==> src/rtl/fmd_pkg.sv <==
package fmd_pkg;

    localparam int unsigned WORD_W   = 32;
    localparam int unsigned REG_W    = 128;
    localparam int unsigned MAX_EW   = 64;
    localparam int unsigned IDX_W    = 5;
    localparam int unsigned EBITS_W  = 7;

    localparam logic [WORD_W-1:0] FIX_MASK = 32'hFF20_FC00;
    localparam logic [WORD_W-1:0] FIX_BITS = 32'h1E20_0800;

    typedef enum logic [1:0] {
        FMT_SINGLE = 2'b00,
        FMT_DOUBLE = 2'b01,
        FMT_RSVD   = 2'b10,
        FMT_HALF   = 2'b11
    } fmt_e;

    typedef struct packed {
        logic               hit;
        logic               undef;
        logic               wr_en;
        logic [EBITS_W-1:0] elem_bits;
        logic [IDX_W-1:0]   rd;
        logic [IDX_W-1:0]   rn;
        logic [IDX_W-1:0]   rm;
    } dec_t;

    typedef struct packed {
        logic             vld;
        dec_t             dec;
        logic [REG_W-1:0] data;
    } slot_t;

    // Width from the format code: 8 shifted by (code xor 2'b10).
    function automatic logic [EBITS_W-1:0] fmt_width(input fmt_e f);
        logic [1:0] sh;
        sh = 2'(f) ^ 2'b10;
        return EBITS_W'(8) << sh;
    endfunction

    function automatic logic [MAX_EW-1:0] low_mask(input fmt_e f);
        logic [MAX_EW-1:0] m;
        unique case (f)
            FMT_HALF:   m = 64'h0000_0000_0000_FFFF;
            FMT_SINGLE: m = 64'h0000_0000_FFFF_FFFF;
            FMT_DOUBLE: m = 64'hFFFF_FFFF_FFFF_FFFF;
            default:    m = '0;
        endcase
        return m;
    endfunction

endpackage

==> src/rtl/fmd_decoder.sv <==
module fmd_decoder
    import fmd_pkg::*;
(
    input  logic              vld,
    input  logic [WORD_W-1:0] word,
    input  logic              fp_en,
    input  logic              half_en,
    output fmt_e              fmt,
    output dec_t              dec
);
    logic match;
    logic bad_fmt;

    assign fmt   = fmt_e'(word[23:22]);
    assign match = vld && ((word & FIX_MASK) == FIX_BITS);

    always_comb begin
        unique case (fmt)
            FMT_RSVD: bad_fmt = 1'b1;
            FMT_HALF: bad_fmt = !half_en;
            default:  bad_fmt = 1'b0;
        endcase
    end

    always_comb begin
        dec           = '0;
        dec.hit       = match;
        dec.undef     = match && (!fp_en || bad_fmt);
        dec.wr_en     = match && fp_en && !bad_fmt;
        dec.elem_bits = dec.wr_en ? fmt_width(fmt) : '0;
        if (match) begin
            dec.rm = word[20:16];
            dec.rn = word[9:5];
            dec.rd = word[4:0];
        end
    end
endmodule

==> src/rtl/fmd_operand_sel.sv <==
module fmd_operand_sel
    import fmd_pkg::*;
#(
    parameter int unsigned OPW = MAX_EW
) (
    input  fmt_e           fmt,
    input  logic [OPW-1:0] src,
    output logic [OPW-1:0] opnd
);
    localparam int unsigned LANES = OPW / 16;

    logic [MAX_EW-1:0] mask;
    assign mask = low_mask(fmt);

    for (genvar l = 0; l < LANES; l++) begin : g_lane
        assign opnd[l*16 +: 16] = src[l*16 +: 16] & mask[l*16 +: 16];
    end
endmodule

==> src/rtl/fmd_result_merge.sv <==
module fmd_result_merge
    import fmd_pkg::*;
#(
    parameter int unsigned RW = REG_W,
    parameter int unsigned PW = MAX_EW
) (
    input  logic               wr_en,
    input  fmt_e               fmt,
    input  logic               merge,
    input  logic [RW-1:0]      src1,
    input  logic [PW-1:0]      prod,
    output logic [RW-1:0]      data
);
    localparam int unsigned CW = $clog2(RW) + 1;

    logic [CW-1:0] ew;
    assign ew = CW'(fmt_width(fmt));

    for (genvar g = 0; g < RW; g++) begin : g_bit
        logic in_elem;
        logic upper;
        assign in_elem = CW'(g) < ew;
        assign upper   = merge & src1[g];
        if (g < PW) begin : g_low
            assign data[g] = wr_en & (in_elem ? prod[g] : upper);
        end else begin : g_high
            assign data[g] = wr_en & !in_elem & upper;
        end
    end
endmodule

==> src/rtl/fp_mul_decode_wb.sv <==
module fp_mul_decode_wb
    import fmd_pkg::*;
#(
    parameter bit OUT_STAGE = 1'b1
) (
    input  logic         clk,
    input  logic         rst,
    input  logic         instr_vld,
    input  logic [31:0]  instr_word,
    input  logic         feat_fp_en,
    input  logic         feat_half_en,
    input  logic         merge_upper,
    input  logic [127:0] src1_reg,
    input  logic [63:0]  src2_low,
    input  logic [63:0]  mul_result,
    output logic [63:0]  mul_opnd_a,
    output logic [63:0]  mul_opnd_b,
    output logic         out_vld,
    output logic         out_hit,
    output logic         out_undef,
    output logic         out_wr_en,
    output logic [6:0]   out_elem_bits,
    output logic [4:0]   out_rd,
    output logic [4:0]   out_rn,
    output logic [4:0]   out_rm,
    output logic [127:0] out_wr_data
);
    fmt_e  fmt;
    dec_t  dec;
    slot_t now_s;
    slot_t out_s;

    fmd_decoder u_dec (
        .vld     (instr_vld),
        .word    (instr_word),
        .fp_en   (feat_fp_en),
        .half_en (feat_half_en),
        .fmt     (fmt),
        .dec     (dec)
    );

    fmd_operand_sel #(.OPW(MAX_EW)) u_opa (
        .fmt  (fmt),
        .src  (src1_reg[MAX_EW-1:0]),
        .opnd (mul_opnd_a)
    );

    fmd_operand_sel #(.OPW(MAX_EW)) u_opb (
        .fmt  (fmt),
        .src  (src2_low),
        .opnd (mul_opnd_b)
    );

    assign now_s.vld = instr_vld;
    assign now_s.dec = dec;

    fmd_result_merge #(.RW(REG_W), .PW(MAX_EW)) u_merge (
        .wr_en (dec.wr_en),
        .fmt   (fmt),
        .merge (merge_upper),
        .src1  (src1_reg),
        .prod  (mul_result),
        .data  (now_s.data)
    );

    if (OUT_STAGE) begin : g_reg
        always_ff @(posedge clk) begin
            if (rst) out_s <= '0;
            else     out_s <= now_s;
        end
    end else begin : g_comb
        assign out_s = now_s;
    end

    assign out_vld       = out_s.vld;
    assign out_hit       = out_s.dec.hit;
    assign out_undef     = out_s.dec.undef;
    assign out_wr_en     = out_s.dec.wr_en;
    assign out_elem_bits = out_s.dec.elem_bits;
    assign out_rd        = out_s.dec.rd;
    assign out_rn        = out_s.dec.rn;
    assign out_rm        = out_s.dec.rm;
    assign out_wr_data   = out_s.data;
endmodule

==> config.mk <==
export PLATFORM = sky130hd
export DESIGN_NAME = fp_mul_decode_wb
export DESIGN_NICKNAME = d
export VERILOG_FILES = /design/src/rtl/fmd_pkg.sv /design/src/rtl/fmd_decoder.sv /design/src/rtl/fmd_operand_sel.sv /design/src/rtl/fmd_result_merge.sv /design/src/rtl/fp_mul_decode_wb.sv
export SDC_FILE = /design/constraint.sdc
export NUM_CORES = 1
export LEC_CHECK = 0
export BUFFER_PORTS_ARGS = -buffer_cell sky130_fd_sc_hd__buf_2
export CAP_MARGIN = 10
export CELL_PAD_IN_SITES_DETAIL_PLACEMENT = 1
export CELL_PAD_IN_SITES_GLOBAL_PLACEMENT = 1
export CORE_AREA = 2 2 222 224
export CTS_BUF_LIST = sky130_fd_sc_hd__clkbuf_8 sky130_fd_sc_hd__clkbuf_16
export CTS_CLUSTER_SIZE = 14
export DETAILED_ROUTE_END_ITERATION = 10
export DIE_AREA = 0 0 224 226
export PLACE_DENSITY = 0.56
export SLEW_MARGIN = 20
export SYNTH_ARGS = -nofsm -noshare
export SYNTH_HDL_FRONTEND = slang
export SYNTH_SLANG_ARGS = --single-unit
==> constraint.sdc <==
create_clock -name clk -period 3.2 [get_ports clk]
set_clock_uncertainty 0.15 [all_clocks]
set_input_delay 0 -clock clk [delete_from_list [all_inputs] [get_ports clk]]
set_output_delay 0 -clock clk [all_outputs]
set_load 0.03 [all_outputs]
# Word level (Yosys, flattened, before mapping)
# Index checks and enable logic that the tools add are counted.
[word_totals] ff_bits=154 latch_bits=0 ramBits=0 rom_bits=0 input_bits=294 output_inout_bits=282 mem_count=0
[op_classes] add_sub_neg=0 n_mul=0 div=0 order_cmp=128 n_eq_ne=4 shift=1 mux=66 bitwise=331 n_reduce_logical=75
[op_table] cell="7-bit less-than comparator, first input constant" count=64
[op_table] cell="1-bit bitwise AND" count=320
[op_table] cell="6-bit by 7-bit less-than comparator with 1-bit output, first input constant" count=32
[op_table] cell="64-bit one-hot mux with 3 select lines" count=1
[op_table] cell="16-bit bitwise AND" count=8
[op_table] cell="5-bit by 7-bit less-than comparator with 1-bit output, first input constant" count=16
[op_table] cell="1-bit logical NOT" count=67
[op_table] cell="1-bit two-way mux" count=64
[op_table] cell="4-bit by 7-bit less-than comparator with 1-bit output, first input constant" count=8
[op_table] cell="3-bit by 7-bit less-than comparator with 1-bit output, first input constant" count=4
[op_table] cell="15-bit by 12-bit == test with 1-bit output, second input constant" count=1
[op_table] cell="1-bit by 7-bit less-than comparator with 1-bit output, first input constant" count=2
[op_table] cell="2-bit by 7-bit less-than comparator with 1-bit output, first input constant" count=2
[op_table] cell="4-bit by 2-bit left shift with 7-bit output, first input constant" count=1
[op_table] cell="2-bit == test, second input constant" count=2
[op_table] cell="1-bit logical AND" count=4
[op_table] cell="2-bit OR reduction" count=2
[op_table] cell="1-bit NOT" count=3
[op_table] cell="2-bit by 1-bit == test with 1-bit output, second input constant" count=1
[op_table] cell="2-bit logical NOT" count=1
[op_table] cell="1-bit one-hot mux with 2 select lines" count=1
[op_table] cell="1-bit logical OR" count=1

# Logic depth before layout (Yosys ltp)
[logic_depth] ltp_word=6 ltp_mapped=5

# Modules after synthesis
# A second synthesis with hierarchy kept.
[unflattened] hier_cells=790 hier_area_um2=7169.4
[by_module_without_submodules] mod="fp_mul_decode_wb" n_inst=1 cells_each=325 area_per_inst_um2=4296.6
[by_module_without_submodules] mod="fmd_result_merge" n_inst=1 cells_each=284 area_per_inst_um2=1625.3
[by_module_without_submodules] mod="fmd_operand_sel" n_inst=2 cells_each=71 area_per_inst_um2=474.2
[by_module_without_submodules] mod="fmd_decoder" n_inst=1 cells_each=39 area_per_inst_um2=299.0

# Least setup slack after synthesis
# No wires, ideal clock.
[synth_timing] path_type="input-to-reg" start="input port instr_word[24]" end="register out_s (netlist bit out_wr_data[122])" setup_ns=0.073 t_arrival_ns=0.952 setup_slack_ns=2.025 cell_stages=5 n_path_buf=2 path_cell_list="nor4bb_1 > nand4_1 > buf_4 > buf_6 > nor3_2"
[synth_between] elab_chain_len=6
[synth_lines] item="start: declaration" line="fp_mul_decode_wb.sv:9" rtl="input logic [31:0] instr_word,"
[synth_lines] item="15-bit by 12-bit == test with 1-bit output" line="fmd_decoder.sv:15" rtl="assign match = vld && ((word & FIX_MASK) == FIX_BITS);"
[synth_lines] item="1-bit logical AND" line="fmd_decoder.sv:15"
[synth_lines] item="1-bit logical AND (2 in a row)" line="fmd_decoder.sv:29" rtl="dec.wr_en = match && fp_en && !bad_fmt;"
[synth_lines] item="1-bit bitwise AND (2 in a row)" line="fmd_result_merge.sv:27" rtl="assign data[g] = wr_en & !in_elem & upper;"
[synth_lines] item="end signal: assignment" line="fp_mul_decode_wb.sv:69" rtl="else out_s <= now_s;"
[synth_lines] item="end: declaration" line="fp_mul_decode_wb.sv:31" rtl="slot_t out_s;"
# No other way between the ends.
# A chain may end at the register's enable or synchronous reset.

# Worst setup path after layout
[layout_timing] start="input port instr_word[23]" end="register out_s (netlist bit out_wr_data[36])"
[layout_between] elab_chain_len=5
[layout_lines] item="1-bit NOT (no source line) or 2-bit == test (tied branches)"
[layout_lines] item="4-bit by 2-bit left shift with 7-bit output or 1-bit one-hot mux with 2 select lines (tied branches)" line="fmd_pkg.sv:39, fmd_decoder.sv:18"
[layout_lines] item="6-bit by 7-bit less-than comparator with 1-bit output or 1-bit logical NOT (tied branches)" line="fmd_result_merge.sv:22, fmd_decoder.sv:29"
[layout_lines] item="1-bit two-way mux or 1-bit logical AND (tied branches)" line="fmd_result_merge.sv:25, fmd_decoder.sv:29"
[layout_lines] item="1-bit bitwise AND *" line="fmd_result_merge.sv:25" rtl="assign data[g] = wr_en & (in_elem ? prod[g] : upper);"
# Every way passes the cells marked *; elsewhere a longest branch is shown, timed or not.

==> results by group <==
Clocking
  – CTS resizes: 0
  – CTS sink cnt: 151
  – Number of post-CTS setup repair buffers: 0
  – H-tree levels: 4
  – TritonCTS clock tree: yes
  – Clock root cell: clkbuf_16
  – Max Root-Sink Buffers: 2
  – Cts bufs inserted: 17
  – Clock slew at reported path FFs: 0.06 ns

Power
  – Int Power: 3530 uW
  – Logic pwr share: 18.1%
  – Clock power frac: 43.5%
  – Total design power: 4890 uW
  – Max VDD drop: 0.345 mV
  – Pwr dens: 386 nW/um2
  – Reg power frac: 38.4%
  – Leakage Power: 0.00599 uW
  – Net Sw Frac: 27.9%
  – Net Switching: 1370 uW

Worst setup path
  – Crit path buf inv count: 5
  – Worst setup SP type: input port
  – Critical Path, Cell by Cell: dlygate4sd3_1 -> buf_2 -> nand2b_1 -> buf_4 -> nand3_1 -> dlygate4sd3_1 -> a211oi_1 -> dlygate4sd3_1
  – Max incr delay on CP: 0.57 ns
  – CP max FO: 33
  – Delay-heaviest family, CP: buffers and inverters
  – Crit path max-delay cell type: dlygate4sd3_1
  – WS Path Type: input port to register
  – Worst EP required: 3.46 ns
  – Crit path capture type: register
  – WP data arrival: 2.82 ns
  – Most frequent CP cell: dlygate4sd3_1

Worst hold path
  – Endpoint of the worst hold path: out_wr_data[70]
  – Hold Crit Class: input port to register
  – Beginning of the worst hold path: merge_upper
  – Hold depth: 4

Global routing
  – Largest net degree at the start of global routing: 97
  – Total track usage: 12.9%
  – Grt ovf: 0
  – Initial antenna violation count: 3
  – Global-route wire length before repair: 48700 um
  – Number of global-route vias before repair: 8294

STA
  – Max Fclk: 392 MHz
  – Fin. Hold Viols: 0
  – Min Tclk post-route: 2.55 ns
  – Slew Viols, Final: 0
  – Setup violations, final: 0
  – Unrepaired setup endpoints after global routing: no
  – Final Cycle Share: 79.8%
  – Tightest Pin Transition: 0.854 ns
  – Hold slack: 0.122 ns
  – Setup_tns: 0 ns
  – Worst rel slew slack: 42.9%

Floorplan
  – Die area: 50600 um2
  – Row count: 81
  – Starting Density: 13.7%
  – Die width: 224 um
  – Core Footprint: 48300 um2
  – Num ports: 576
  – Die height: 226 um

Synthesis
  – Mean Syn Cell Area: 9.22 um2
  – Cell count after synthesis: 716
  – Unique masters post-synth: 28
  – Synth Register Bits: 151
  – Largest cells by area after synthesis: dfxtp_1 (46%), nor3_2 (15%), and2_1 (9.2%)
  – Most common flop cell mapped by yosys: dfxtp_1
  – Synth top cells by count: dfxtp_1 (151), nor3_2 (99), nand2_1 (98), and2_1 (97), nor2b_1 (50)
  – Number of synthesized flops with an enable pin: 0
  – Top-count cell post-synth: dfxtp_1
  – Seq/Total Area, Yosys: 45.8%
  – Top cell type's share of synthesized area: 45.8%
  – Netlist Area Pre-Place: 6600 um2
  – Cell taking the most area after synthesis: dfxtp_1
  – Yosys warns: 0
  – Synth async-reset ratio: 0%

Drt
  – TritonRoute pass-1 iters: 4
  – Post-DR wirelength/cell: 16.1 um
  – DRC: 0
  – Drt via density: 3.82
  – Drt initial violations: 181
  – Remaining antenna violation count: 0
  – Post-Route WL: 33600 um
  – Vias: 7979

Layout
  – Design Area, Final: 12700 um2
  – Antenna cells: 0
  – Layout Cells excl Fill: 2089
  – Nets: 1750
  – Area delta synth->final: 92.2%
  – Share of cells above drive strength 1: 48.8%

Outcome
  – Status: finished clean

Flow run
  – Max_cap viols: 0

Placement
  – Routability cong.: 0.847
  – Post-DP HPWL: 24500 um
  – Placed cells: 1849
  – I/O Buffers: 572
  – DP Area: 9990 um2
[registers in the layout (all words and copies together) (netlist names)]
name,cells
out_wr_data,128
out_rm,5
out_rd,5
out_wr_en,1
out_undef,1
out_rn,5
out_elem_bits,4
out_vld,1
out_hit,1
[cell families after synthesis]
| family | share of synthesized area (%) |
|---|---|
| simple gates | 40.5 |
| flops | 45.8 |
| buf+inv | 7.64 |
| compound gates | 5.95 |
| other cells | 0.0568 |
[power by group through the flow]
| stage | registers, uW | logic, uW | clock network, uW |
|---|---|---|---|
| CTS | 1880 | 887 | 2210 |
| detailed placement | 1920 | 704 | 0 |
| global placement | 1920 | 700 | 0 |
| finish | 1880 | 885 | 2130 |
| global route | 1880 | 954 | 2280 |
| floorplan | 1930 | 368 | 0 |
[how the worst max path moves through the flow]
stage / cells past startpoint / to / startpoint
after floorplan: 5 / out_wr_data[122] / instr_word[24]
after detailed placement: 5 / out_wr_data[37] / instr_word[23]
after global routing: 8 / out_wr_data[36] / instr_word[23]
after CTS: 8 / out_wr_data[36] / instr_word[23]
after global placement: 5 / out_wr_data[77] / instr_word[23]
final: 8 / out_wr_data[36] / instr_word[23]
[cell usage in the layout (no fill, tap or decap)]
cell	count
buf_2	571
dlygate4sd3_1	210
dfxtp_1	151
nor3_2	99
nand2_1	98
and2_1	97
nor2b_1	49
nand3_1	32
a211oi_1	32
inv_1	24
clkbuf_16	17
a21oi_1	16
nor3_1	14
and4b_1	8
a31oi_1	8
clkinvlp_4	7
buf_4	6
buf_12	5
conb_1	4
nor2_1	3
bufinv_16	3
nand2b_1	2
nor2b_4	1
nor4bb_1	1
nor4b_2	1
nand4_1	1
a21bo_2	1
and4bb_2	1
nand4_4	1
a211oi_2	1
nor4_1	1
inv_6	1
clkbuf_8	1
[routing by layer]
metal / track usage (%) / vias to the layer above / share of wire (%)
li1: - / 3816 / -
met1: 14.3 / 3766 / 41
met2: 22.4 / 344 / 50
met3: 4.55 / 49 / 7.0
met4: 5.31 / 4 / 2.6
met5: 0 / - / 0.089
[tightest hold or removal path, delay by kind of cell]
family        cells  cell delay (ns)
buf+inv           2             0.52
simple gates      2             0.14
[area by class of cell]
class	instances	area (um2)
clock buffers	18	439
inverters	23	86.3
flip-flops and latches	151	3020
multi-input cells	471	3100
clock inverters	12	155
fillers	5811	35700
repair buffers	792	5100
well taps	622	778
[metrics by stage]
step                      utilization [%]  setup WS, ns
after global routing                 26.2         0.567
after floorplan                         -          2.03
after global placement               20.7          1.51
after detailed placement             20.7          1.47
after CTS                            26.2         0.667
final                                26.2         0.647
[repair_timing]
item | 4_1_cts | 5_1_grt
endpoints found under the hold margin | 147 | 0
setup endpoints to repair | 0 | 0
hold buffers | 210 | 0
(Power assumes the default switching activity.)
